==> src/rtl/etc_pkg.sv <==
package etc_pkg;

    localparam int FN_W   = 32;
    localparam int ATTR_W = 5;

    typedef struct packed {
        logic [7:0] thresh;
        logic       inv;
        logic       glob_en;
        logic [2:0] spare;
        logic       edg;
        logic       kern;
        logic       user;
        logic [7:0] umask;
        logic [7:0] code;
    } func_t;

    typedef enum logic {
        HIST_IDLE = 1'b0,
        HIST_SEEN = 1'b1
    } hist_t;

    function automatic logic code_allowed(input int unsigned sel, input logic [7:0] code);
        logic ok;
        unique case (code)
            8'h10, 8'h14, 8'hc1: ok = (sel == 0);
            8'h11, 8'h12, 8'h13: ok = (sel == 1);
            default:             ok = 1'b1;
        endcase
        return ok;
    endfunction

endpackage

==> src/rtl/etc_qualify.sv <==
module etc_qualify
    import etc_pkg::*;
#(
    parameter int OCC_W = 4
) (
    input  func_t              fn,
    input  logic [OCC_W-1:0]   occ,
    input  logic [ATTR_W-1:0]  attr,
    input  logic               priv_kernel,
    input  logic               glob_en,
    output logic               active,
    output logic [OCC_W-1:0]   level_add
);
    localparam int CMP_W = (OCC_W > 8) ? OCC_W : 8;

    logic             state_hit;
    logic             agent_ok;
    logic [OCC_W-1:0] q_occ;
    logic [CMP_W-1:0] q_ext;
    logic [CMP_W-1:0] th_ext;
    logic             mode_ok;
    logic             cond;

    always_comb begin
        state_hit = (fn.umask[3:0] == 4'd0) || ((fn.umask[3:0] & attr[3:0]) != 4'd0);
        agent_ok  = !attr[4] || fn.umask[4];
        q_occ     = (state_hit && agent_ok) ? occ : '0;
        q_ext     = CMP_W'(q_occ);
        th_ext    = CMP_W'(fn.thresh);
        mode_ok   = glob_en && (priv_kernel ? fn.kern : fn.user);
        if (fn.thresh == 8'd0) begin
            cond      = (q_occ != '0);
            level_add = mode_ok ? q_occ : '0;
        end else begin
            cond      = fn.inv ? (q_ext <= th_ext) : (q_ext >= th_ext);
            level_add = (mode_ok && cond) ? OCC_W'(1) : '0;
        end
        active = mode_ok && cond;
    end

endmodule

==> src/rtl/etc_lane.sv <==
module etc_lane
    import etc_pkg::*;
#(
    parameter int CTR_W   = 40,
    parameter int OCC_W   = 4,
    parameter int NUM_EVT = 16
) (
    input  logic                      clk,
    input  logic                      rst_n,
    input  logic                      priv_kernel,
    input  logic                      glob_en,
    input  logic [NUM_EVT*OCC_W-1:0]  evt_occ,
    input  logic [NUM_EVT*ATTR_W-1:0] evt_attr,
    input  logic                      fn_we,
    input  func_t                     fn_wdata,
    output func_t                     fn_q,
    output logic [CTR_W-1:0]          value
);
    localparam int IDX_W = $clog2(NUM_EVT);

    hist_t             hist_q, hist_d;
    logic [IDX_W-1:0]  slot;
    logic [OCC_W-1:0]  occ_sel;
    logic [ATTR_W-1:0] attr_sel;
    logic              active;
    logic [OCC_W-1:0]  level_add;
    logic [OCC_W-1:0]  inc;

    assign slot     = fn_q.code[IDX_W-1:0];
    assign occ_sel  = evt_occ[slot*OCC_W +: OCC_W];
    assign attr_sel = evt_attr[slot*ATTR_W +: ATTR_W];

    etc_qualify #(.OCC_W(OCC_W)) u_qual (
        .fn          (fn_q),
        .occ         (occ_sel),
        .attr        (attr_sel),
        .priv_kernel (priv_kernel),
        .glob_en     (glob_en),
        .active      (active),
        .level_add   (level_add)
    );

    // edge-history state register
    always_ff @(posedge clk) begin
        if (!rst_n) hist_q <= HIST_IDLE;
        else        hist_q <= hist_d;
    end

    // next state and increment
    always_comb begin
        hist_d = hist_q;
        inc    = '0;
        unique case (hist_q)
            HIST_IDLE: begin
                if (active) hist_d = HIST_SEEN;
                inc = fn_q.edg ? (active ? OCC_W'(1) : '0) : level_add;
            end
            HIST_SEEN: begin
                if (!active) hist_d = HIST_IDLE;
                inc = fn_q.edg ? '0 : level_add;
            end
        endcase
        if (fn_we) hist_d = HIST_IDLE;
    end

    always_ff @(posedge clk) begin
        if (!rst_n) begin
            fn_q  <= '0;
            value <= '0;
        end else begin
            value <= value + CTR_W'(inc);
            if (fn_we) fn_q <= fn_wdata;
        end
    end

    a_r6_master_off: assert property (@(posedge clk) disable iff (!rst_n)
        !glob_en |=> (value == $past(value)));
    a_r7_no_mode: assert property (@(posedge clk) disable iff (!rst_n)
        (!fn_q.user && !fn_q.kern) |=> (value == $past(value)));
    a_r5_edge_single: assert property (@(posedge clk) disable iff (!rst_n)
        fn_q.edg |=> ((value - $past(value)) <= CTR_W'(1)));
    a_r3_thresh_single: assert property (@(posedge clk) disable iff (!rst_n)
        (fn_q.thresh != 8'd0) |=> ((value - $past(value)) <= CTR_W'(1)));
    a_r2_raw_bound: assert property (@(posedge clk) disable iff (!rst_n)
        1'b1 |=> ((value - $past(value)) < CTR_W'(1 << OCC_W)));

endmodule

==> src/rtl/evt_thresh_counter.sv <==
module evt_thresh_counter
    import etc_pkg::*;
#(
    parameter int NUM_CTR = 2,
    parameter int CTR_W   = 40,
    parameter int OCC_W   = 4,
    parameter int NUM_EVT = 16,
    localparam int SEL_W  = (NUM_CTR > 1) ? $clog2(NUM_CTR) : 1
) (
    input  logic                      clk,
    input  logic                      rst_n,
    input  logic                      priv_kernel,
    input  logic [NUM_EVT*OCC_W-1:0]  evt_occ,
    input  logic [NUM_EVT*ATTR_W-1:0] evt_attr,
    input  logic                      wr_en,
    input  logic [SEL_W-1:0]          wr_sel,
    input  logic [FN_W-1:0]           wr_data,
    input  logic [SEL_W-1:0]          rd_sel,
    output logic [CTR_W-1:0]          rd_data,
    output logic                      wr_err
);
    func_t            wfn;
    func_t            fn_q  [NUM_CTR];
    logic [CTR_W-1:0] val_q [NUM_CTR];
    logic [NUM_CTR-1:0] addressed;
    logic [NUM_CTR-1:0] accept;
    logic             glob_en;

    assign wfn     = func_t'(wr_data);
    assign glob_en = fn_q[0].glob_en;

    for (genvar i = 0; i < NUM_CTR; i++) begin : g_lane
        assign addressed[i] = wr_en && (int'(wr_sel) == i);
        assign accept[i]    = addressed[i] && code_allowed(i, wfn.code);

        etc_lane #(.CTR_W(CTR_W), .OCC_W(OCC_W), .NUM_EVT(NUM_EVT)) u_lane (
            .clk         (clk),
            .rst_n       (rst_n),
            .priv_kernel (priv_kernel),
            .glob_en     (glob_en),
            .evt_occ     (evt_occ),
            .evt_attr    (evt_attr),
            .fn_we       (accept[i]),
            .fn_wdata    (wfn),
            .fn_q        (fn_q[i]),
            .value       (val_q[i])
        );

        a_r9_keep_old: assert property (@(posedge clk) disable iff (!rst_n)
            (addressed[i] && !accept[i]) |=> $stable(fn_q[i]));
    end

    always_ff @(posedge clk) begin
        if (!rst_n)     wr_err <= 1'b0;
        else if (wr_en) wr_err <= ((accept & addressed) == '0);
    end

    assign rd_data = val_q[rd_sel];

    a_r9_flag_set: assert property (@(posedge clk) disable iff (!rst_n)
        (wr_en && (accept == '0)) |=> wr_err);
    a_r9_flag_clear: assert property (@(posedge clk) disable iff (!rst_n)
        (wr_en && (accept != '0)) |=> !wr_err);

endmodule

==> config.mk <==
export PLATFORM = sky130hd
export DESIGN_NAME = evt_thresh_counter
export DESIGN_NICKNAME = d
export VERILOG_FILES = /design/src/rtl/etc_pkg.sv /design/src/rtl/etc_qualify.sv /design/src/rtl/etc_lane.sv /design/src/rtl/evt_thresh_counter.sv
export SDC_FILE = /design/constraint.sdc
export NUM_CORES = 1
export LEC_CHECK = 0
export ABC_AREA = 0
export ABC_CLOCK_PERIOD_IN_PS = 8520
export BUFFER_PORTS_ARGS = -buffer_cell sky130_fd_sc_hd__buf_4
export CAP_MARGIN = 20
export CORE_MARGIN = 2
export CORE_UTILIZATION = 40
export DETAILED_ROUTE_END_ITERATION = 6
export PLACE_DENSITY_LB_ADDON = 0.1
export SYNTH_ARGS = -nofsm -noshare
export SYNTH_HDL_FRONTEND = slang
export SYNTH_SLANG_ARGS = --single-unit
==> constraint.sdc <==
create_clock -name clk -period 8.52 [get_ports clk]
set_clock_uncertainty 0.1 [all_clocks]
set_input_delay 0.426 -clock clk [delete_from_list [all_inputs] [get_ports clk]]
set_output_delay 0.426 -clock clk [all_outputs]
set_load 0.01 [all_outputs]
==> impl_metrics.yaml, run 1 <==
synthesis:
  synth_cell_types: 73
  yosysMostFrequentCell: "nor2_1"
  synth-seq-area-share: 0.2932
  muxShareOfSynthArea: 0.3161
  synth_top_cell_by_area: "dfxtp_1"
  syn-num-nets: 1078
  synth_top_family_by_area: "multiplexers"
  synth_xor_area_frac: 0.06616
  synth_edf_count: 0
  yosys_warnings: 0
  yosys.area_share.adder: 0.02632
  synthTopCellsByCount: "130 x nor2_1, 126 x dfxtp_1, 61 x mux4_2"
  syn-mean-instance-area_um2: 9.778
  synth_compound_gate_area_share: 0.07256
  ys_top_cells_by_area: "dfxtp_1 29%, mux4_2 16%, mux2i_1 6.7%"
  synthSimpleGateAreaFrac: 0.1845
  yosysTopAreaCellShare: 0.2932
  synth_flop_cell: "dfxtp_1"
  ys_async_sr_fraction: 0
  synth_area_um2: 8605
  syn_inst: 880
  postSynthRegisterBits: 126
critical_path:
  critPathKind: "reg2reg"
  crit_end: "g_lane[0].u_lane.value[36]"
  startpoint: "g_lane[0].u_lane.fn_q[0]"
  r2r_end: "g_lane[0].u_lane.value[36]"
  cp_data_required_time_ns: 8.70
  crit_top_cell: "o21ai_0"
  arrival_ns: 7.11
  cpPeakStageDelay_ns: 0.90
  rrSetupSlack_ns: 1.59
  worstRegToRegCells: 27
  startpoint_type: "register"
  crit_fanout: 28
  cp-end-kind: "register"
  slowest_stage: "dfxtp_2"
  r2r_start: "g_lane[0].u_lane.fn_q[0]"
clock_network:
  postCtsSetupBuffers: 0
  numCtsBuffers: 17
  cts_root_buf: "clkbuf_16"
  cts_resized: 0
  cts_tree: "done"
  clock_latency_ns: 0.42
  cts_num_sinks: 126
  clk_pin_slew_ns: 0.06
  cts_htree_levels: 4
  cts.path.max_buffers: 2
  ctsHoldBuffers: 0
timing:
  slew_headroom: 0.3173
  min_period_ns: 6.928
  min_period_over_period: 0.8131
  rsz0062_at_grt: "false"
  setup_viol: 0
  drv_slew: 0
  worst_pin_slew_ns: 1.015
  finalHoldViolCount: 0
  setup_tns_ns: 0
  max_freq_mhz: 144.3
drt:
  remaining_drc_errors: 0
  wirelength_mm: 23.89
  viasPerCell: 5.383
  vias: 7326
  drt_iter0_drc: 245
  routedWlPerCell_um: 17.55
  ant_nets: 0
  drtPass1Iterations: 4
floorplanning:
  start_util: 0.4080
  rows: 53
  io_pins: 223
  die_h_um: 150.7
  die_area_um2: 22700
  fp.coreArea_um2: 21090
  dieWidth_um: 150.7
global_routing:
  grt_max_degree: 72
  grt_pass1_vias: 7419
  antenna_found_initial: 0
  grt_pass1_wl_mm: 38.62
  grt_use_total: 0.2187
  overflow: 0
finish:
  final_cells: 1361
  drive_above_1_share: 0.3527
  design_area_um2: 10970
  area_growth_pct: 27.44
  nets: 1271
  antenna_cells: 0
pwr:
  powerDensity_nw_per_um2: 145.8
  peakVddDrop_mv: 0.08673
  p_leak_nw: 4.337
placed_design:
  numPortBuffers: 216
  gp_congestion: 0.7845
  dpl_cell_area_um2: 10390
  hpwl_mm: 18.38
  placed_cells: 1329
worst_hold_path:
  hold_class: "in2reg"
run_status:
  status: "finished clean"
flow_run:
  drv_cap: 0
## worst min-delay path by stage
stage / startpoint / end / slack [ns] / cells past startpoint
after floorplan: g_lane[0].u_lane.fn_q[17] / g_lane[0].u_lane.fn_q[17] / 0.35 / 2
after CTS: wr_data[22] / g_lane[0].u_lane.fn_q[22] / 0.13 / 3
after global routing: wr_data[16] / g_lane[1].u_lane.fn_q[16] / 0.15 / 3
after detailed placement: g_lane[1].u_lane.fn_q[17] / g_lane[1].u_lane.fn_q[17] / 0.38 / 2
final: wr_data[29] / g_lane[0].u_lane.fn_q[29] / 0.15 / 3
after global placement: g_lane[0].u_lane.fn_q[17] / g_lane[0].u_lane.fn_q[17] / 0.37 / 2
## layout make-up
class	count	area, um2
fillers	1981	10120
inverters	24	91.34
clock inverters	13	131.4
repair buffers	226	1697
clock buffers	19	442.9
well taps	275	344.1
flip-flops and latches	126	2526
multi-input cells	678	5733
## logic make-up after synthesis
| family | count (synthesis) |
|---|---|
| AOI/OAI and AO/OA | 92 |
| xor gates and xnor gates | 65 |
| adders and majority gates | 17 |
| buffers and inverters | 76 |
| DFF | 126 |
| muxes | 176 |
| and+or+nand+nor | 328 |
## flip-flops by register name, indices dropped and copies added (netlist names)
name and cells:
wr_err 1, g_lane.u_lane.value 80, g_lane.u_lane.hist_q 2, g_lane.u_lane.fn_q 43
## layer usage
| metal | global-route usage | wire length, um | share of wire |
|---|---|---|---|
| met1 | 0.2643 | 9944 | 0.42 |
| met2 | 0.3891 | 12370 | 0.52 |
| met3 | 0.05333 | 1248 | 0.052 |
| met4 | 0.05607 | 326 | 0.014 |
| met5 | 0 | 0 | 0 |
## report_power, final
part | internal [W] | total [W] | switching (W)
Combinational | 0.000157 | 0.000274 | 0.000117
Clock | 0.000415 | 0.000701 | 0.000286
Sequential | 0.000600 | 0.000623 | 0.0000231
## worst max-delay path, delay by kind of cell (launching register included)
family,cells,cell delay [ns]
simple gates,8,1.86
buf+inv,1,0.05
fa+ha+maj,3,0.77
xor+xnor,2,0.35
mux,2,0.77
compound gates,11,1.95
flops,1,0.90
## stage by stage
| step | setup slack, ns | hold slack (ns) | power (W) | util |
|---|---|---|---|---|
| after floorplan | 2.524 | 0.3544 | 0.0007990 | - |
| after global placement | 1.523 | 0.3689 | 0.0009091 | 0.4928 |
| after detailed placement | 1.491 | 0.3810 | 0.0009123 | 0.4928 |
| after CTS | 1.456 | 0.1304 | 0.001620 | 0.5200 |
| after global routing | 0.8110 | 0.1501 | 0.001671 | 0.5200 |
| final | 1.592 | 0.1484 | 0.001598 | 0.5200 |
## placed cells by master, fill, tap and decap left out, types with 4 or more instances in the layout
cell type | synthesis | final
nand4_1 | 13 | 13
o21ai_1 | 4 | 4
a21o_1 | 6 | 6
mux4_2 | 61 | 61
and3_1 | 16 | 16
o211ai_1 | 4 | 4
or3_1 | 14 | 14
mux2i_1 | 58 | 58
mux4_1 | 8 | 8
nor3_1 | 14 | 13
nand2_1 | 54 | 54
nor4_1 | 10 | 10
nor2_1 | 130 | 130
clkbuf_16 | 0 | 17
nand2b_1 | 4 | 4
dfxtp_1 | 126 | 123
and2_1 | 16 | 16
o21ai_0 | 22 | 22
a21oi_1 | 25 | 25
inv_6 | 0 | 4
mux2_2 | 46 | 46
nor2b_1 | 10 | 10
clkinvlp_4 | 0 | 5
ha_1 | 14 | 14
nand3_1 | 28 | 28
inv_1 | 22 | 22
xnor2_1 | 28 | 28
buf_4 | 1 | 226
xor2_1 | 37 | 37
(Power assumes the default switching activity.)
==> run 2, diff against run 1 <==
ABC_CLOCK_PERIOD_IN_PS = 6750   (was 8520)
clock period = 6.75 ns   (was 8.52 ns; I/O delays follow)
==> run 2 against run 1 <==
  * Die area is the same
  * Core utilization grew 0.73 points
  * Critical path depth shrank 2
  * Sequential share of layout area shrank 0.29 points
  * Clock power grew 29%
  * Cell count grew 1.2%
  * Critical endpoint is now g_lane[0].u_lane.value[39]
  * Largest power group unchanged
==> impl_metrics.yaml, run 2 (synthesis gave the netlist of run 1 again) <==
placed_design:
  hpwl_mm: 18.75
  gp_congestion: 0.8276
  preCtsSetupSlack_ns: 0.3096
  numPortBuffers: 216
critical_path:
  cpLargestDelayFamily: "simple AND/OR/NAND/NOR gates"
  cp_data_required_time_ns: 6.92
  cpPeakStageDelay_ns: 0.52
  cp-end-kind: "register"
  crit_fanout: 11
  arrival_ns: 6.32
  critPathKind: "reg2reg"
  slowest_stage: "mux4_2"
  crit_top_cell: "o21ai_0"
  startpoint_type: "register"
  path_buf_inv: 3
timing:
  rsz0062_at_grt: "false"
  worst_pin_slew_ns: 0.8704
  slew_headroom: 0.4197
  setup_tns_ns: 0
  setup_viol: 0
  max_freq_mhz: 162.7
  fin_ws_ns: 0.6042
  min_period_over_period: 0.9105
  drv_slew: 0
  min_period_ns: 6.146
  finalHoldViolCount: 0
global_routing:
  grt_max_degree: 80
  grt_use_total: 0.2189
  antenna_found_initial: 0
  grt_pass1_wl_mm: 38.54
  gr-max-usage-layer: "met2"
  use_met3: 0.05091
  met2_usage: 0.3777
  grt_pass1_vias: 7368
  overflow: 0
  met1_usage: 0.2734
drt:
  remaining_drc_errors: 0
  ant_nets: 0
  viasPerCell: 5.381
  drtPass1Iterations: 4
  drt_iter0_drc: 283
  vias: 7409
  wirelength_mm: 24.24
  routedWlPerCell_um: 17.60
pwr:
  p_seq_frac: 0.380
  power.internal_w: 0.001490
  p_leak_nw: 4.440
  switching_share: 0.2701
  peakVddDrop_mv: 0.1236
  p_sw_w: 0.0005513
  power.total_w: 0.002041
  combinationalPowerShare: 0.179
  clkPwrFrac: 0.441
  powerDensity_nw_per_um2: 183.6
finish:
  antenna_cells: 0
  final_util: 0.5273
  largest_reg_flops: 80
  layout_common_cells: "240 x buf_4, 129 x nor2_1, 122 x dfxtp_1, 61 x mux4_2, 58 x mux2i_1"
  layout_commonest_cell: "buf_4"
  nets: 1287
  area_growth_pct: 29.23
  drive_above_1_share: 0.3648
  reg_top3: "g_lane.u_lane.value (80), g_lane.u_lane.fn_q (43), g_lane.u_lane.hist_q (2)"
  top_register: "g_lane.u_lane.value"
worst_hold_path:
  hold_class: "in2reg"
clock_network:
  clock_latency_ns: 0.42
  cts_tree: "done"
  cts_num_sinks: 126
  cts_root_buf: "clkbuf_16"
  cts_htree_levels: 4
  cts.path.max_buffers: 2
  clk_pin_slew_ns: 0.06
  numCtsBuffers: 17
  ctsHoldBuffers: 0
run_status:
  status: "finished clean"
floorplanning:
  dieWidth_um: 150.7
  fp.coreArea_um2: 21090
  die_area_um2: 22700
  start_util: 0.4080
  die_h_um: 150.7
  io_pins: 223
  rows: 53
flow_run:
  drv_cap: 0
run 2: timing repair:
item / 4_1_cts / 5_1_grt
endpoints found under the hold margin: 0 / 0
gates resized for setup: 0 / 3
endpoints found under the setup margin: 0 / 9
buffers inserted: 0 / 1
run 2: power by group through the flow:
stage,sequential [W],clock [W],combinational (W)
4_1_cts,0.000777,0.000922,0.000365
3_3_place_gp,0.000793,0,0.000361
2_1_floorplan,0.000780,0,0.000228
6_report,0.000775,0.000901,0.000365
5_1_grt,0.000777,0.000956,0.000396
3_5_place_dp,0.000793,0,0.000364
run 2: tightest hold or removal path: cells and delay by family:
family                 cells  cell delay [ns]
multiplexers               1             0.05
AND/OR/NAND/NOR            1             0.07
buffers and inverters      1             0.08
run 2: final timing paths:
| check | depth (start not counted) | slack, ns | to | start |
|---|---|---|---|---|
| setup / recovery | 25 | 0.60 | g_lane[0].u_lane.value[39] | g_lane[0].u_lane.fn_q[0] |
| hold reg to reg | 2 | 0.39 | g_lane[0].u_lane.fn_q[17] | g_lane[0].u_lane.fn_q[17] |
| setup reg to reg | 25 | 0.60 | g_lane[0].u_lane.value[39] | g_lane[0].u_lane.fn_q[0] |
| hold / removal | 3 | 0.06 | g_lane[0].u_lane.fn_q[12] | wr_data[12] |
run 2: per-stage QoR:
| stage | cells | area [um2] | hold slack (ns) |
|---|---|---|---|
| floorplan | 880 | 8605 | 0.3544 |
| global placement | 1344 | 10520 | 0.3688 |
| detailed placement | 1344 | 10520 | 0.3817 |
| CTS | 1376 | 11100 | 0.04277 |
| global route | 1377 | 11120 | 0.04585 |
| finish | 1377 | 11120 | 0.05770 |
run 2: cell type report:
type | instances | area (um2)
fillers | 1975 | 9968
multi-input cells | 678 | 5736
flip-flops and latches | 126 | 2530
repair buffers | 242 | 1833
clock buffers | 18 | 439.2
well taps | 275 | 344.1
clock inverters | 14 | 146.4
inverters | 24 | 91.34
run 2: per-layer routing:
metal  part of all wire  vias to the layer above
met2               0.50                      220
met3              0.059                       31
li1                   -                     3653
met4              0.022                        0
met5                  0                        -
met1               0.42                     3505
